===== config.mk =====
export PLATFORM = sky130hd
export DESIGN_NAME = tc_read_port
export DESIGN_NICKNAME = d
export VERILOG_FILES = /design/src/rtl/tc_rd_pkg.sv /design/src/rtl/tc_reg_store.sv /design/src/rtl/tc_idx_map.sv /design/src/rtl/tc_rd_mux.sv /design/src/rtl/tc_read_port.sv
export SDC_FILE = /design/constraint.sdc
export NUM_CORES = 1
export LEC_CHECK = 0
export BUFFER_PORTS_ARGS = -buffer_cell sky130_fd_sc_hd__buf_2
export CAP_MARGIN = 20
export CORE_MARGIN = 2
export CORE_UTILIZATION = 30
export CTS_CLUSTER_DIAMETER = 60
export CTS_CLUSTER_SIZE = 8
export DETAILED_ROUTE_END_ITERATION = 10
export PLACE_DENSITY = 0.54
export SETUP_SLACK_MARGIN = 0.1
export SYNTH_ARGS = -nofsm -noshare
export SYNTH_HDL_FRONTEND = slang
export SYNTH_HIERARCHICAL = 1
export SYNTH_SLANG_ARGS = --single-unit

===== constraint.sdc =====
create_clock -name clk_i -period 2.7 [get_ports clk_i]
set_input_delay 0.27 -clock clk_i [delete_from_list [all_inputs] [get_ports clk_i]]
set_output_delay 0.27 -clock clk_i [all_outputs]
set_load 0.005 [all_outputs]

===== src/rtl/tc_rd_pkg.sv =====
package tc_rd_pkg;
  localparam int IDX_W    = 5;
  localparam int DATA_W   = 8;
  localparam int VAR_W    = 3;
  localparam int NARROW_W = 6;
  localparam int BASE_IDX = 12;   // first stored register
  localparam int N_STORE  = 4;

  typedef enum logic [2:0] {
    SRC_ZERO, SRC_STAT, SRC_SA_HI, SRC_SA_LO,
    SRC_CA_HI, SRC_CA_LO, SRC_LP_HI, SRC_LP_LO
  } src_e;

  function automatic logic is_folded(input logic [VAR_W-1:0] v);
    return (v == VAR_W'(3)) || (v == VAR_W'(4));
  endfunction
endpackage


===== src/rtl/tc_reg_store.sv =====
module tc_reg_store
  import tc_rd_pkg::*;
#(
  parameter int IW = IDX_W,
  parameter int DW = DATA_W,
  parameter int NW = NARROW_W,
  parameter int NS = N_STORE,
  parameter int BI = BASE_IDX
) (
  input  logic                   clk_i,
  input  logic                   rst_ni,
  input  logic                   wr_en_i,
  input  logic [IW-1:0]          wr_idx_i,
  input  logic [DW-1:0]          wr_data_i,
  output logic [NS-1:0][DW-1:0]  regs_o
);
  for (genvar g = 0; g < NS; g++) begin : g_reg
    // even offsets are the narrow high halves
    localparam int W = (g % 2 == 0) ? NW : DW;
    logic [W-1:0] q;
    logic         hit;
    assign hit = wr_en_i && (wr_idx_i == IW'(BI + g));
    always_ff @(posedge clk_i or negedge rst_ni) begin
      if (!rst_ni)  q <= '0;
      else if (hit) q <= wr_data_i[W-1:0];
    end
    assign regs_o[g] = DW'(q);
  end
endmodule


===== src/rtl/tc_idx_map.sv =====
module tc_idx_map
  import tc_rd_pkg::*;
#(
  parameter int IW = IDX_W,
  parameter int VW = VAR_W
) (
  input  logic [VW-1:0] variant_i,
  input  logic          reg_sel_i,
  input  logic [IW-1:0] idx_i,
  output src_e          src_o
);
  logic folded;
  assign folded = is_folded(variant_i);

  always_comb begin
    src_o = SRC_ZERO;
    if (folded) begin
      // both ports decode the same on folded flavours
      unique case (idx_i[2:0])
        3'd0: src_o = SRC_LP_HI;
        3'd1: src_o = SRC_LP_LO;
        3'd2: src_o = SRC_STAT;
        3'd3: src_o = SRC_STAT;
        3'd4: src_o = SRC_SA_HI;
        3'd5: src_o = SRC_SA_LO;
        3'd6: src_o = SRC_CA_HI;
        default: src_o = SRC_CA_LO;
      endcase
    end else if (!reg_sel_i) begin
      src_o = (variant_i == VW'(1)) ? SRC_STAT : SRC_ZERO;
    end else begin
      if      (idx_i == IW'(14)) src_o = SRC_CA_HI;
      else if (idx_i == IW'(15)) src_o = SRC_CA_LO;
      else if (idx_i == IW'(16)) src_o = SRC_LP_HI;
      else if (idx_i == IW'(17)) src_o = SRC_LP_LO;
      else                       src_o = SRC_ZERO;
    end
  end
endmodule


===== src/rtl/tc_rd_mux.sv =====
module tc_rd_mux
  import tc_rd_pkg::*;
#(
  parameter int DW = DATA_W,
  parameter int NW = NARROW_W,
  parameter int NS = N_STORE
) (
  input  src_e                  src_i,
  input  logic [NS-1:0][DW-1:0] regs_i,
  input  logic [NW-1:0]         lp_hi_i,
  input  logic [DW-1:0]         lp_lo_i,
  input  logic [DW-1:0]         status_i,
  output logic [DW-1:0]         rd_data_o
);
  always_comb begin
    unique case (src_i)
      SRC_STAT:  rd_data_o = status_i;
      SRC_SA_HI: rd_data_o = regs_i[0];
      SRC_SA_LO: rd_data_o = regs_i[1];
      SRC_CA_HI: rd_data_o = regs_i[2];
      SRC_CA_LO: rd_data_o = regs_i[3];
      SRC_LP_HI: rd_data_o = DW'(lp_hi_i);
      SRC_LP_LO: rd_data_o = lp_lo_i;
      default:   rd_data_o = '0;
    endcase
  end
endmodule


===== src/rtl/tc_read_port.sv =====
module tc_read_port
  import tc_rd_pkg::*;
#(
  parameter int IW = IDX_W,
  parameter int DW = DATA_W,
  parameter int VW = VAR_W,
  parameter int NW = NARROW_W
) (
  input  logic          clk_i,
  input  logic          rst_ni,
  input  logic [VW-1:0] variant_i,
  input  logic          reg_sel_i,
  input  logic [IW-1:0] idx_i,
  input  logic          wr_en_i,
  input  logic [DW-1:0] wr_data_i,
  input  logic [NW-1:0] lp_hi_i,
  input  logic [DW-1:0] lp_lo_i,
  input  logic [DW-1:0] status_i,
  output logic [DW-1:0] rd_data_o
);
  logic [N_STORE-1:0][DW-1:0] regs;
  src_e                       src;

  tc_reg_store #(.IW(IW), .DW(DW), .NW(NW), .NS(N_STORE), .BI(BASE_IDX)) i_store (
    .clk_i, .rst_ni, .wr_en_i, .wr_idx_i(idx_i), .wr_data_i, .regs_o(regs)
  );

  tc_idx_map #(.IW(IW), .VW(VW)) i_map (
    .variant_i, .reg_sel_i, .idx_i, .src_o(src)
  );

  tc_rd_mux #(.DW(DW), .NW(NW), .NS(N_STORE)) i_mux (
    .src_i(src), .regs_i(regs), .lp_hi_i, .lp_lo_i, .status_i, .rd_data_o
  );
endmodule


==> summary.txt <==
Run status
  – Status: finished clean

Worst setup path
  – Reg2Reg Depth: 1
  – CP max stage delay: 0.53 ns
  – Crit path launch type: input pin
  – WP buf/inv: 4
  – Crit-path slowest cell: or4_1
  – Most used cell, CP: buf_2
  – Setup Crit Path Kind: input pin to primary output
  – Critical-path maximum fanout: 6
  – Top delay family on crit path: simple AND/OR/NAND/NOR gates
  – R2R setup slack: between 1.5 and 2 ns
  – Worst R2R End: i_store/g_reg[2].q[2]$_DFFE_PN0P_
  – Reg-to-Reg Start: i_store/g_reg[2].q[2]$_DFFE_PN0P_
  – Critical path data required time: about 2.4 ns
  – Crit-path cells: buf_2, or3b_1, a221oi_2, a311oi_4, buf_6, inv_1, a211oi_1, or4_1, buf_2
  – Worst Path Arrival: 2.28 ns
  – Crit end category: primary output

Place
  – Place WS: approximately 0.076 ns
  – Routability cong.: slightly below 0.8
  – Port bufs: around 50
  – Cells after DPL: 279
  – DP HPWL: roughly 3 mm

Floorplan
  – Io pins: 50
  – Die ar.: a little under 7000 µm²
  – Initial core utilization: a little under a third
  – Die Ht: slightly above 80 µm
  – Std-Cell Core Area: roughly 5900 µm²
  – Die W: just over 80 µm
  – Row count: 28

Yosys
  – Simple-Gate Fraction of Synth Area: 13.4%
  – Compound-cell area share of the yosys netlist: 9.32%
  – Synth Area in XOR/XNOR: 0%
  – Post-synthesis sequential area ratio: a little under two fifths
  – Seq cells post-synth: 28
  – Synth Area in Adders: 0%
  – Post-synthesis mux area share: a little under a third
  – Synthesized area: between 1500 and 2000 µm²
  – Syn_area_per_cell: about 12 µm²
  – Mapped Cells: approximately 160
  – Largest family of logic cells by synthesized area: multiplexers
  – Cell variety after synth: ~40
  – Ys Warns: 6

Cells and area
  – Final layout net count: approximately 250
  – Finished Layout Cells: 285
  – Reg with most FFs: i_store/g.q
  – Most common cell after layout, fill and taps aside: buf_2
  – Final Core Density: between 30 and 40%
  – N_diodes: 0
  – Synthesis-to-layout area growth: 25.4%
  – Number of flip-flops in the largest register: 28
  – # fillers: a little under 600
  – Largest registers in the final layout: i_store/g.q: 28 flops
  – Commonest cells after routing, fill and taps aside: 49 x buf_2, 28 x dfrtp_1, 22 x mux2_2, 20 x mux2i_1, 7 x buf_4
  – Layout cells sized above 1: around half

Pwr
  – Final Total Pwr: about 1200 µW
  – Power per cell area: ~500 nW/µm²
  – Peak supply drop: about 160 µV
  – Static Leak: 0.00109 µW

Clock network
  – Clk_lat worst skew: 0.27 ns
  – CTS tree: yes
  – Clk buf depth: 2
  – CTS HTree Levels: 1
  – Clock root cell: clkbuf_8
  – Sink Count: 28
  – CTS Buf Count: 3
  – Worst-path clk slew: approximately 0.090 ns

GRT
  – Initial antenna violation count: 0
  – GRT Util Overall: between 10% and 20%
  – Largest net degree at the start of global routing: 29
  – Vias in the first global route: 1209
  – Remaining Overflow, GRT: 0
  – First-pass GRT wire length: between 6 and 7 mm

STA
  – Final count of hold timing violations: 0
  – Crit path time final: around 2.5 ns
  – RSZ-0062 raised after global routing: false
  – Final Setup Violations: 0
  – Fin. max-slew vios: 0
  – Tcrit/Tclk final: 94.4%
  – Worst Max-Slew Pin Slew: roughly 0.64 ns
  – Max Fclk: roughly 0.39 GHz
  – Setup TNS: 0 ns
  – Fin Clk Skew: 0 ns
  – Slew margin rel.: ~57%
  – Setup ws final: ~0.15 ns

Detailed routing
  – DR vias: roughly 1400
  – Total length of routed wires: about 4.1 mm
  – Drt first pass iters: 4
  – WL/cell: roughly 14 µm
  – Vias per inst: between 4 and 5
  – Drc violations: 0
  – ANT nets after route: 0
  – DRC violation total after the first TritonRoute iteration: 85

Hold path
  – Worst Hold Class: input pin to async pin

Job
  – Max-cap viol count: 0
-- metrics by stage --
step | cell area (µm²) | hold slack, ns
final | 2310 | 0.0118
after global routing | 2310 | 0.0474
after CTS | 2250 | 0.0275
after detailed placement | 2180 | 0.331
after global placement | 2180 | 0.329
after floorplan | 1850 | -0.0256
-- repair_timing --
action / in CTS / in global routing
hold buffers: 0 / 0
pin swaps: 1 / 2
setup endpoints to repair: 4 / 6
gates cloned: 0 / 0
buffers inserted: 0 / 2
resized for setup: 0 / 7
-- report_power, final --
part           internal (µW)  total (µW)  switching [µW]
clock network            198         325             126
logic                    184         312             129
registers                500         542            42.0
-- area by class of cell --
cell class              count  area, µm²  area share [%]
repair buffers             60        352            15.2
clock buffers               3       41.3            1.79
clock inverters             1       30.0            1.30
flip-flops and latches     28        701            30.4
well taps                  75       93.8            4.07
inverters                   6       22.5           0.977
multi-input cells         112       1070            46.2
-- cell families (layout without fill, tap and decap cells) --
kind of cell    after synthesis  in the layout
mux                          50             50
simple gates                 33             33
flops                        28             28
compound gates               25             25
buf+inv                      18             70
other cells                   1              4
-- worst max path at each step --
| stage | cells past startpoint | end | start |
|---|---|---|---|
| floorplan | 7 | rd_data_o[7] | variant_i[0] |
| global placement | 9 | rd_data_o[4] | idx_i[3] |
| detailed placement | 9 | rd_data_o[4] | idx_i[3] |
| CTS | 9 | rd_data_o[4] | idx_i[3] |
| global route | 10 | rd_data_o[4] | idx_i[3] |
| finish | 9 | rd_data_o[7] | variant_i[0] |
-- metal layers --
layer	up-vias	share of wire, %	global-route usage [%]	routed length [µm]
met2	27	50	20.0	2060
li1	682	-	-	-
met1	662	46	16.0	1870
met5	-	0	0	0
met3	4	3.2	2.61	131
met4	0	0.93	2.50	38
-- synth_stat cells, drive strengths merged --
cell type  number  area, µm²
a21o            5       38.8
o22ai           4       25.0
nor3b           5       53.8
or3b            1       8.76
a211oi          2       15.0
buf            12        111
nor3            1       5.00
and4b           1       11.3
mux2           28        338
o211ai          2       15.0
inv             6       22.5
a41oi           1       8.76
o31ai           1       7.51
dfrtp          28        701
nor4b           3       26.3
nand3b          1       7.51
a21oi           2       10.0
nand3           4       20.0
or4             2       15.0
conb            1       3.75
a311oi          1       8.76
a221oi          1       8.76
or3             1       6.26
nor2            3       13.8
mux2i          20        200
nand2           6       22.5
mux4            2       45.0
nand4b          1       23.8
a21boi          1       7.51
nand2b          4       32.5
a31oi           1       6.26
o21ai           4       20.0
(Power assumes the default switching activity.)
